**config.mk**
```make
export PLATFORM = sky130hd
export DESIGN_NAME = bru_next_pc
export DESIGN_NICKNAME = d
export VERILOG_FILES = /design/src/rtl/bru_pkg.sv /design/src/rtl/bru_compare.sv /design/src/rtl/bru_select.sv /design/src/rtl/bru_pc_reg.sv /design/src/rtl/bru_next_pc.sv
export SDC_FILE = /design/constraint.sdc
export NUM_CORES = 1
export LEC_CHECK = 0
export ABC_AREA = 1
export BUFFER_PORTS_ARGS = -buffer_cell sky130_fd_sc_hd__clkbuf_2
export CAP_MARGIN = 20
export CORE_UTILIZATION = 42
export CTS_CLUSTER_SIZE = 10
export DETAILED_ROUTE_END_ITERATION = 8
export PLACE_DENSITY = 0.72
export SYNTH_ARGS = -nofsm -noshare
export SYNTH_HDL_FRONTEND = slang
export SYNTH_SLANG_ARGS = --single-unit
export TNS_END_PERCENT = 20
```
**constraint.sdc**
```tcl
create_clock -name clk -period 3.25 [get_ports clk]
set_clock_uncertainty 0.15 [all_clocks]
set_input_delay 0 -clock clk [delete_from_list [all_inputs] [get_ports clk]]
set_output_delay 0 -clock clk [all_outputs]
set_load 0.01 [all_outputs]
```
**src/rtl/bru_pkg.sv**
```systemverilog
package bru_pkg;

    // Bytes per instruction word: the sequential program counter step.
    localparam int unsigned INSN_BYTES = 4;

    // Comparison kinds keep the conditional-branch funct3 encoding.
    // Bit 2 picks ordering versus equality, bit 1 picks unsigned ordering,
    // and bit 0 inverts the outcome.
    typedef enum logic [2:0] {
        CMP_EQ   = 3'b000,
        CMP_NE   = 3'b001,
        CMP_RSV2 = 3'b010,
        CMP_RSV3 = 3'b011,
        CMP_LT   = 3'b100,
        CMP_GE   = 3'b101,
        CMP_LTU  = 3'b110,
        CMP_GEU  = 3'b111
    } cmp_kind_e;

    // Raw relations between the two operands.
    typedef struct packed {
        logic same;
        logic below;
    } cmp_rel_t;

    // Decoded control flags from the decode stage.
    typedef struct packed {
        logic jump;
        logic branch;
    } flow_ctl_t;

    // Ordering is unsigned only for the two unsigned kinds.
    function automatic logic kind_is_unsigned(cmp_kind_e k);
        return k[2] & k[1];
    endfunction

    // Map the raw relations and the kind to a taken outcome.
    function automatic logic resolve_taken(cmp_kind_e k, cmp_rel_t r);
        logic res;
        if (k[2]) begin
            res = r.below ^ k[0];
        end else if (k[1]) begin
            res = 1'b0;
        end else begin
            res = r.same ^ k[0];
        end
        return res;
    endfunction

endpackage

```
**src/rtl/bru_compare.sv**
```systemverilog
module bru_compare
    import bru_pkg::*;
#(
    parameter int unsigned XLEN       = 32,
    parameter bit          SHARED_SUB = 1'b1
) (
    input  logic            clk,
    input  logic            rst,
    input  cmp_kind_e       kind,
    input  logic [XLEN-1:0] op_a,
    input  logic [XLEN-1:0] op_b,
    output logic            taken
);

    localparam int unsigned EXTW = XLEN + 2;

    cmp_rel_t rel;
    logic     uns;

    assign uns      = kind_is_unsigned(kind);
    assign rel.same = (op_a == op_b);

    generate
        if (SHARED_SUB) begin : g_shared
            // A single subtractor serves both orderings: the operands are
            // extended by two bits (sign or zero) and the top bit of the
            // difference gives the less-than result.
            logic [EXTW-1:0] a_ext, b_ext, diff;
            assign a_ext = {{2{op_a[XLEN-1] & ~uns}}, op_a};
            assign b_ext = {{2{op_b[XLEN-1] & ~uns}}, op_b};
            assign diff  = a_ext - b_ext;
            assign rel.below = diff[EXTW-1];
        end else begin : g_split
            // Two dedicated magnitude comparators, one per signedness.
            logic lt_s, lt_u;
            assign lt_s = $signed(op_a) < $signed(op_b);
            assign lt_u = op_a < op_b;
            assign rel.below = uns ? lt_u : lt_s;
        end
    endgenerate

    assign taken = resolve_taken(kind, rel);

    // the unused kinds never report a taken outcome.
    a_r12_reserved: assert property (@(posedge clk) disable iff (rst)
        (kind == CMP_RSV2 || kind == CMP_RSV3) |-> !taken);

    // an equality test on identical operands is always taken.
    a_r10_eq: assert property (@(posedge clk) disable iff (rst)
        (kind == CMP_EQ && op_a == op_b) |-> taken);

    // zero against zero is never less-than.
    a_r8_zero: assert property (@(posedge clk) disable iff (rst)
        (kind == CMP_LT && op_a == '0 && op_b == '0) |-> !taken);

endmodule

```
**src/rtl/bru_select.sv**
```systemverilog
module bru_select
    import bru_pkg::*;
(
    input  flow_ctl_t ctl,
    input  logic      taken,
    output logic      redirect
);

    logic cond_hit;

    // One AND for the conditional path, one OR with the unconditional path.
    assign cond_hit = ctl.branch & taken;
    assign redirect = ctl.jump | cond_hit;

endmodule

```
**src/rtl/bru_pc_reg.sv**
```systemverilog
module bru_pc_reg
    import bru_pkg::*;
#(
    parameter int unsigned     XLEN     = 32,
    parameter logic [XLEN-1:0] RESET_PC = '0
) (
    input  logic            clk,
    input  logic            rst,
    input  logic            adv_en,
    input  logic            redirect,
    input  logic [XLEN-1:0] target,
    output logic [XLEN-1:0] pc_next,
    output logic [XLEN-1:0] pc_q
);

    localparam logic [XLEN-1:0] STEP = XLEN'(INSN_BYTES);

    logic [XLEN-1:0] seq_pc;

    assign seq_pc  = pc_q + STEP;
    assign pc_next = redirect ? target : seq_pc;

    always_ff @(posedge clk) begin
        if (rst) begin
            pc_q <= RESET_PC;
        end else if (adv_en) begin
            pc_q <= pc_next;
        end
    end

    // reset forces the start address.
    a_r1_reset: assert property (@(posedge clk)
        rst |=> (pc_q == RESET_PC));

    // a stalled edge leaves the counter alone.
    a_r4_hold: assert property (@(posedge clk) disable iff (rst)
        !adv_en |=> $stable(pc_q));

    // a sequential edge adds one instruction word.
    a_r2_step: assert property (@(posedge clk) disable iff (rst)
        (adv_en && !redirect) |=> (pc_q == $past(pc_q) + STEP));

    // a redirecting edge loads the ALU target.
    a_r3_load: assert property (@(posedge clk) disable iff (rst)
        (adv_en && redirect) |=> (pc_q == $past(target)));

endmodule

```
**src/rtl/bru_next_pc.sv**
```systemverilog
module bru_next_pc
    import bru_pkg::*;
#(
    parameter int unsigned     XLEN       = 32,
    parameter logic [XLEN-1:0] RESET_PC   = '0,
    parameter bit              SHARED_SUB = 1'b1
) (
    input  logic            clk,
    input  logic            rst,
    input  logic            adv_en,
    input  logic [2:0]      cmp_kind,
    input  logic [XLEN-1:0] rs1_val,
    input  logic [XLEN-1:0] rs2_val,
    input  logic            do_jump,
    input  logic            do_branch,
    input  logic [XLEN-1:0] alu_target,
    output logic            branch_taken,
    output logic            pc_sel,
    output logic [XLEN-1:0] pc_next,
    output logic [XLEN-1:0] pc_q
);

    cmp_kind_e kind;
    flow_ctl_t ctl;

    assign kind       = cmp_kind_e'(cmp_kind);
    assign ctl.jump   = do_jump;
    assign ctl.branch = do_branch;

    bru_compare #(
        .XLEN       (XLEN),
        .SHARED_SUB (SHARED_SUB)
    ) u_cmp (
        .clk   (clk),
        .rst   (rst),
        .kind  (kind),
        .op_a  (rs1_val),
        .op_b  (rs2_val),
        .taken (branch_taken)
    );

    bru_select u_sel (
        .ctl      (ctl),
        .taken    (branch_taken),
        .redirect (pc_sel)
    );

    bru_pc_reg #(
        .XLEN     (XLEN),
        .RESET_PC (RESET_PC)
    ) u_pc (
        .clk      (clk),
        .rst      (rst),
        .adv_en   (adv_en),
        .redirect (pc_sel),
        .target   (alu_target),
        .pc_next  (pc_next),
        .pc_q     (pc_q)
    );

    // an unconditional jump always redirects.
    a_r6_jump: assert property (@(posedge clk) disable iff (rst)
        do_jump |-> pc_sel);

    // with neither control flag set, the comparator cannot redirect.
    a_r7_idle: assert property (@(posedge clk) disable iff (rst)
        (!do_jump && !do_branch) |-> !pc_sel);

    // a taken conditional branch redirects.
    a_r5_branch: assert property (@(posedge clk) disable iff (rst)
        (do_branch && branch_taken) |-> pc_sel);

endmodule

```
==> results of run 1 <==
## where the power goes
part / internal, mW / switching (mW)
Sequential: 0.423 / 0.0380
Combinational: 0.258 / 0.358
Clock: 0.173 / 0.161
## final timing paths
kind / start / to / slack (ns) / cells past startpoint
worst min-delay path: adv_en / u_pc.pc_q[8]$_SDFFE_PP0P_ / 0.17 / 5
worst max register to register: u_pc.pc_q[3]$_SDFFE_PP0P_ / u_pc.pc_q[22]$_SDFFE_PP0P_ / 0.74 / 11
worst min register to register: u_pc.pc_q[0]$_SDFFE_PP0P_ / u_pc.pc_q[0]$_SDFFE_PP0P_ / 0.42 / 4
worst max-delay path: rs2_val[31] / pc_next[4] / 0.48 / 16
## Yosys cell counts, drive strengths merged
| cell | count | area share (%) |
|---|---|---|
| nand4 | 14 | 2.2 |
| xor2 | 24 | 5.2 |
| a21oi | 43 | 5.3 |
| o21ai | 2 | 0.25 |
| nand2 | 186 | 23 |
| ha | 33 | 10 |
| nor3 | 11 | 1.7 |
| clkinv | 2 | 0.19 |
| or4 | 1 | 0.19 |
| and2 | 1 | 0.15 |
| nand3b | 1 | 0.19 |
| dfxtp | 32 | 16 |
| nand3 | 78 | 14 |
| a21o | 2 | 0.37 |
| nor2 | 48 | 4.9 |
| buf | 9 | 2.4 |
| inv | 121 | 11 |
| nor4 | 13 | 2.0 |
| clkbuf | 9 | 0.83 |
## timing repair
| item | CTS | global route |
|---|---|---|
| gates resized for setup | 0 | 0 |
| endpoints found under the hold margin | 32 | 0 |
| hold buffers | 32 | 0 |
## cell families after synthesis
group	count (synthesis)	share of synthesized area, %
flops	32	15.8
xor+xnor	24	5.18
fa+ha+maj	33	10.2
simple gates	353	48.3
compound gates	47	5.92
buf+inv	141	14.6
## critical path: stages
cell and delay [ns]:
clkbuf_2 0.10, inv_1 0.04, ha_1 0.30, nand2_1 0.09, nor2_1 0.11, nand4_1 0.10
nor3_2 0.21, nand2_1 0.09, nand2_1 0.07, nand3b_1 0.08, nand2_2 0.10, nand3_4 0.36
nand2_8 0.55, nand2_1 0.15, nand2_1 0.09, clkbuf_2 0.14
## layout make-up
type	count	area, µm²	area share [%]
clock buffers	8	90.1	1.68
inverters	123	462	8.62
multi-input cells	457	2820	52.7
flip-flops and latches	32	641	12.0
well taps	129	161	3.01
repair buffers	203	1180	22.1
## layer usage
layer	GRT usage, %	up-vias
li1	-	2370
met1	29.3	2060
met2	41.6	143
met3	3.76	27
met4	8.70	0
met5	0	-
==> reports/results.ini, run 1 <==
[sta]
tightest_slew_ns=0.677
hold_violations=0
holdWs_ns=0.166
setup_ws_ns=0.485
rsz0062_at_grt=false
slew_viol_final=0
finalSetupTns_ns=0
finalCritPeriodShare_pct=85.1
fin_crit_ns=2.77
max_slew_margin_pct=54.5
setup_violations=0
fmax_mhz=362

[route]
met1_length_mm=5.30
totalWireLength_mm=11.7
via_per_inst=4.83
wl_per_cell_um=12.3
drt-pass1-iter-count=4
vias=4600
wl_met2_mm=5.48
drtIter0Drc=241
routed.top_layer=met4
ant_nets=0
remaining_drc_errors=0
wl_met3_um=620

[power_and_ir_drop]
p_leak_nw=3.14
power_mw=1.41
pwr_density_cell_mw_per_mm2=263
ir_drop_mv=0.165

[synthesis]
syn_nets=767
netlist_instances=630
synth.distinct_cells=30
syn_area_per_cell_um2=6.44
ys_seq_elements=32
yosysSeqAreaShare_pct=15.8
synth_warnings=0
netlist_area_mm2=0.00406

[placed_design]
place.gp.congestion=0.913
postPlaceCellArea_mm2=0.00495
place.detailed.hpwl_mm=9.20
portBuffers=169
dp.cells=912
preCtsSetupSlack_ns=0.440

[cts]
clock_path_buffers=2
cts_buffers=5
clock_latency_ns=0.29
cts_post_setup_buffers_inserted=0
root_buffer=clkbuf_8
clock_sinks=32
h-tree-depth=2
clk_pin_slew_ns=0.07
cts_tree=done

[die]
die_h_um=100
die_x_um=100
core_mm2=0.00928
std_cell_rows=35
io-pin-count=170
initial_core_util_pct=43.7
dieArea_mm2=0.0101

[global_route]
grt_max_degree=37
antenna_found_initial=0
gr-total-overflow=0
grt_pass1_wl_mm=19.4
grt_usage_pct=23.7
first_global_vias=4447

[worst_setup_path]
crit_type=input port to output pin
cp-end-kind=output pin
critPathMaxFanout=33
required_ns=3.10
start_kind=input port
worstPathArrival_ns=2.62

[run_status]
status=completed

[finish]
largest_register_ffs=32
final_util_pct=57.7
layout_commonest_cell=clkbuf_2
nFillCells=983
n_antenna_cell=0
final_nets=959
final_cells=952
reg_top3=u_pc.pc_q x32
regMostFlops=u_pc.pc_q
layout_common_cells=clkbuf_2, nand2_1, inv_1
final_area_mm2=0.00536
area_delta_synth_final_pct=32.1
drive_gt1_share_pct=31.3

[hold_path]
hold_class=input port to flip-flop

[run]
maxCapViolCount=0

Power figures use the tool's default switching activity.
==> inputs of run 2 (changes only) <==
--- a/config.mk
+++ b/config.mk
@@ -8,10 +8,10 @@
 export ABC_AREA = 1
 export BUFFER_PORTS_ARGS = -buffer_cell sky130_fd_sc_hd__clkbuf_2
 export CAP_MARGIN = 20
-export CORE_UTILIZATION = 42
+export CORE_UTILIZATION = 45
 export CTS_CLUSTER_SIZE = 10
 export DETAILED_ROUTE_END_ITERATION = 8
-export PLACE_DENSITY = 0.72
+export PLACE_DENSITY = 0.76
 export SYNTH_ARGS = -nofsm -noshare
 export SYNTH_HDL_FRONTEND = slang
 export SYNTH_SLANG_ARGS = --single-unit
==> reports/results.ini, run 2 (synthesis results as in run 1) <==
[sta]
holdWs_ns=0.157
max_slew_margin_pct=54.3
setup_violations=0
fin_crit_ns=2.75
slew_viol_final=0
rsz0062_at_grt=false
tightest_slew_ns=0.685
finalCritPeriodShare_pct=84.6
fmax_mhz=364
hold_violations=0
finalSetupTns_ns=0

[finish]
drive_gt1_share_pct=31.4
layout_common_cells=clkbuf_2, nand2_1, inv_1
layout_commonest_cell=clkbuf_2
largest_register_ffs=32
n_antenna_cell=0
final_nets=959
regMostFlops=u_pc.pc_q
final_cells=930
area_delta_synth_final_pct=31.1
reg_top3=u_pc.pc_q x32

[global_route]
grt_max_degree=34
grt_pass1_wl_mm=19.6
antenna_found_initial=0
first_global_vias=4532
gr-total-overflow=0
grt_usage_pct=24.7

[hold_path]
hold_class=input port to flip-flop
hp-start=adv_en
holdPathEnd=u_pc.pc_q[7]$_SDFFE_PP0P_
min_path_cells=4

[route]
remaining_drc_errors=0
via_per_inst=5.04
totalWireLength_mm=11.7
drtIter0Drc=185
drt-pass1-iter-count=5
ant_nets=0
vias=4684
wl_per_cell_um=12.6

[cts]
clock_sinks=32
h-tree-depth=2
cts_post_setup_buffers_inserted=0
clock_path_buffers=2
clock_latency_ns=0.29
clk_pin_slew_ns=0.07
cts_buffers=5
cts_tree=done
root_buffer=clkbuf_8

[power_and_ir_drop]
ir_drop_mv=0.169
p_leak_nw=3.13
pwr_density_cell_mw_per_mm2=260

[worst_setup_path]
critPathMaxFanout=33
cp-end-kind=output pin
reg2reg_depth=11
crit_type=input port to output pin
critPathMaxStageDelay_ns=0.56
required_ns=3.10
rr_startpoint=u_pc.pc_q[2]$_SDFFE_PP0P_
regToRegSetupSlack_ns=0.77
crit_buf_inv=3
r2r_end=u_pc.pc_q[22]$_SDFFE_PP0P_
worstPathArrival_ns=2.60
path_delay_family=simple AND/OR/NAND/NOR gates
path_cells=clkbuf_2 -> inv_1 -> ha_1 -> nand2_1 -> nor2_1 -> nand4_1 -> nor3_2 -> nand2_1 -> nand2_1 -> nand3b_1 -> nand2_2 -> nand3_4 -> nand2_8 -> nand2_1 -> nand2_1 -> clkbuf_2
slowest_stage=nand2_8
cp_common_cell=nand2_1
start_kind=input port

[die]
dieArea_mm2=0.00940
die_x_um=96.9
io-pin-count=170
std_cell_rows=34
initial_core_util_pct=46.5
core_mm2=0.00872
die_h_um=96.9

[placed_design]
dp.cells=891
place.detailed.hpwl_mm=9.35
portBuffers=169
place.gp.congestion=0.953

[run]
maxCapViolCount=0

[run_status]
status=completed

==> run 2: worst reg2reg max path: stages, from the launching register on <==
cell	delay [ns]
dfxtp_1	0.41
ha_1	0.24
nand3_1	0.17
nor3_2	0.36
nand3_1	0.27
nor2_1	0.19
nand4_1	0.11
xor2_1	0.15
nand3_1	0.13
nand3_2	0.10
nand2_1	0.07
inv_1	0.03
==> run 2: how the worst max path moves through the flow <==
| stage | startpoint | endpoint | cells past startpoint |
|---|---|---|---|
| CTS | rs2_val[31] | pc_next[4] | 16 |
| finish | rs2_val[31] | pc_next[4] | 16 |
| global placement | rs2_val[31] | u_pc.pc_q[2]$_SDFFE_PP0P_ | 17 |
| floorplan | u_pc.pc_q[3]$_SDFFE_PP0P_ | u_pc.pc_q[22]$_SDFFE_PP0P_ | 11 |
| global route | rs2_val[31] | pc_next[3] | 16 |
| detailed placement | rs2_val[31] | u_pc.pc_q[4]$_SDFFE_PP0P_ | 17 |
==> run 2: layout make-up <==
class	instances	area (µm²)
Inverter	123	462
Clock inverter	1	5.00
Fill cell	852	3400
Sequential cell	32	641
Multi-Input combinational cell	457	2820
Timing Repair Buffer	203	1180
Clock buffer	6	72.6
Tap cell	108	135
==> run 2: repair_timing <==
| action | 4_1_cts | 5_1_grt |
|---|---|---|
| gates resized for setup | 0 | 0 |
| hold buffers | 32 | 0 |
| hold endpoints to repair | 32 | 0 |
==> run 2: routing by layer <==
metal | wire [µm] | up-vias | global-route usage [%]
li1 | - | 2374 | -
met1 | 5030 | 2108 | 29.9
met2 | 5600 | 174 | 44.3
met3 | 809 | 28 | 3.68
met4 | 255 | 0 | 8.15
met5 | 0 | - | 0
==> run 2: power by group <==
| part | internal [mW] | switching, mW |
|---|---|---|
| registers | 0.423 | 0.0380 |
| clock network | 0.146 | 0.157 |
| logic | 0.258 | 0.359 |
| total | 0.827 | 0.554 |
==> run 2: per-stage QoR <==
step | instance area [µm²] | util (%) | setup WS, ns | power [mW]
global route | 5320 | 61.0 | 0.229 | 1.48
finish | 5320 | 61.0 | 0.501 | 1.38
global placement | 4920 | 56.4 | 0.549 | 1.04
floorplan | 4060 | - | 1.19 | 0.851
CTS | 5320 | 61.0 | 0.507 | 1.38
detailed placement | 4920 | 56.4 | 0.482 | 1.05
==> inputs of run 3 (changes only) <==
--- a/config.mk
+++ b/config.mk
@@ -11,7 +11,7 @@
 export CORE_UTILIZATION = 45
 export CTS_CLUSTER_SIZE = 10
 export DETAILED_ROUTE_END_ITERATION = 8
-export PLACE_DENSITY = 0.76
+export PLACE_DENSITY = 0.79
 export SYNTH_ARGS = -nofsm -noshare
 export SYNTH_HDL_FRONTEND = slang
 export SYNTH_SLANG_ARGS = --single-unit
==> constraint.sdc (replaced) <==
create_clock -name clk -period 2.3 [get_ports clk]
set_clock_uncertainty 0.15 [all_clocks]
set_input_delay 0 -clock clk [delete_from_list [all_inputs] [get_ports clk]]
set_output_delay 0 -clock clk [all_outputs]
set_load 0.01 [all_outputs]
==> reports/results.ini, run 3 (synthesis results as in run 1) <==
[placed_design]
postPlaceCellArea_mm2=0.00508
preCtsSetupSlack_ns=0.106
dp.cells=908
portBuffers=169
place.gp.congestion=0.924
place.detailed.hpwl_mm=9.05

[route]
wl_per_cell_um=13.4
totalWireLength_mm=12.9
drt-pass1-iter-count=4
via_per_inst=5.04
remaining_drc_errors=0
drtIter0Drc=201
ant_nets=0
vias=4847

[die]
dieArea_mm2=0.00940
core_mm2=0.00872
std_cell_rows=34
die_x_um=96.9
die_h_um=96.9
initial_core_util_pct=46.5
io-pin-count=170

[finish]
final_area_mm2=0.00597
reg_top3=u_pc.pc_q x32
drive_gt1_share_pct=39.9
final_cells=962
regMostFlops=u_pc.pc_q
layout_commonest_cell=clkbuf_2
n_antenna_cell=0
final_util_pct=68.5
layout_common_cells=clkbuf_2, nand2_1, inv_1
largest_register_ffs=32
area_delta_synth_final_pct=47.3
final_nets=991

[worst_setup_path]
path_cells=buf_4 -> nand3_4 -> nor2_4 -> nand2_2 -> nor2_4 -> nand2_2 -> nor2_4 -> nand2_2 -> nor2_4 -> nand2_1 -> xor2_1 -> nand3_2 -> nand2_1 -> clkbuf_2
path_delay_family=simple AND/OR/NAND/NOR gates
worstPathArrival_ns=2.19
slowest_stage=dfxtp_2
cp_common_cell=nor2_4
critPathMaxFanout=3
required_ns=2.15
cp-end-kind=output pin
reg2reg_depth=16
start_kind=flip-flop
cp.depth=14
critPathMaxStageDelay_ns=0.36
crit_buf_inv=2
crit_type=flip-flop to output pin

[cts]
clock_path_buffers=2
clk_pin_slew_ns=0.06
clock_latency_ns=0.29
h-tree-depth=2
root_buffer=clkbuf_8
cts_tree=done
cts_buffers=5
clock_sinks=32

[global_route]
grt_use_met1_pct=32.5
antenna_found_initial=0
grt_max_degree=33
first_global_vias=4418
grt_use_met3_pct=3.25
busiest_layer=met2
grt_usage_pct=24.9
gr-total-overflow=0
met2_usage_pct=43.2
grt_pass1_wl_mm=19.8

[power_and_ir_drop]
switching_power_mw=0.844
p_seq_share_pct=31.1
clock_power_share_pct=20.4
pwr_density_cell_mw_per_mm2=351
share_comb_of_total_power_pct=48.5
p_leak_nw=3.38
power_mw=2.09
switching_share_pct=40.3
ir_drop_mv=0.221
p_int_mw=1.25

[sta]
fin_crit_ns=2.34
fmax_mhz=428
tightest_slew_ns=0.701
finalCritPeriodShare_pct=102
holdWs_ns=0.159
setup_ws_ns=-0.0391
slew_viol_final=0
max_slew_margin_pct=53.3
finalSetupTns_ns=-0.0391
rsz0062_at_grt=true
setup_violations=1
hold_violations=0

[hold_path]
min_path_cells=7
hold_class=input port to flip-flop

[run]
maxCapViolCount=0

[run_status]
violations=setup timing
status=finished, violations left

## run 3: cell types whose count changed in the layout (fill, tap and decap cells not counted), sizes merged
cell    previous run  this run
clkbuf           175       173
nand2            186       187
buf                2        35
## run 3: worst min-delay path, cell delays in order
cell	delay (ns)
clkbuf_2	0.07
inv_1	0.13
nand2_4	0.15
nand2_1	0.08
nand3_1	0.06
nand2_1	0.04
inv_1	0.04
## run 3: power by group through the flow
stage	Combinational (mW)	Sequential [mW]	Clock, mW
after floorplan	0.532	0.671	0
after detailed placement	0.865	0.654	0
after CTS	0.916	0.642	0.429
after global routing	1.12	0.656	0.448
after global placement	0.855	0.654	0
final	1.02	0.651	0.427
## run 3: area by class of cell
type | instances | area [µm²]
Clock buffer | 6 | 72.6
Clock inverter | 1 | 5.00
Fill cell | 753 | 2750
Inverter | 123 | 462
Multi-Input combinational cell | 458 | 3130
Sequential cell | 32 | 653
Tap cell | 108 | 135
Timing Repair Buffer | 234 | 1510
## run 3: final timing paths
kind	start	end	slack, ns
worst max-delay path	u_pc.pc_q[3]$_SDFFE_PP0P_	pc_next[17]	-0.04
worst max register to register	u_pc.pc_q[3]$_SDFFE_PP0P_	u_pc.pc_q[17]$_SDFFE_PP0P_	0.12
worst min-delay path	do_jump	u_pc.pc_q[2]$_SDFFE_PP0P_	0.16
worst min register to register	u_pc.pc_q[1]$_SDFFE_PP0P_	u_pc.pc_q[1]$_SDFFE_PP0P_	0.42
## run 3: timing repair
| item | 4_1_cts | 5_1_grt |
|---|---|---|
| hold buffers | 32 | 0 |
| setup buffers | 0 | 11 |
| gates cloned | 0 | 4 |
| resized for setup | 5 | 68 |
| pin swaps | 0 | 29 |
| hold endpoints to repair | 32 | 0 |
| endpoints found under the setup margin | 7 | 32 |
## run 3: metal layers
metal  share of wire, %  vias to the layer above
met3                5.7                       29
met4                2.0                        0
li1                   -                     2448
met1                 44                     2199
met2                 49                      171
met5                  0                        -
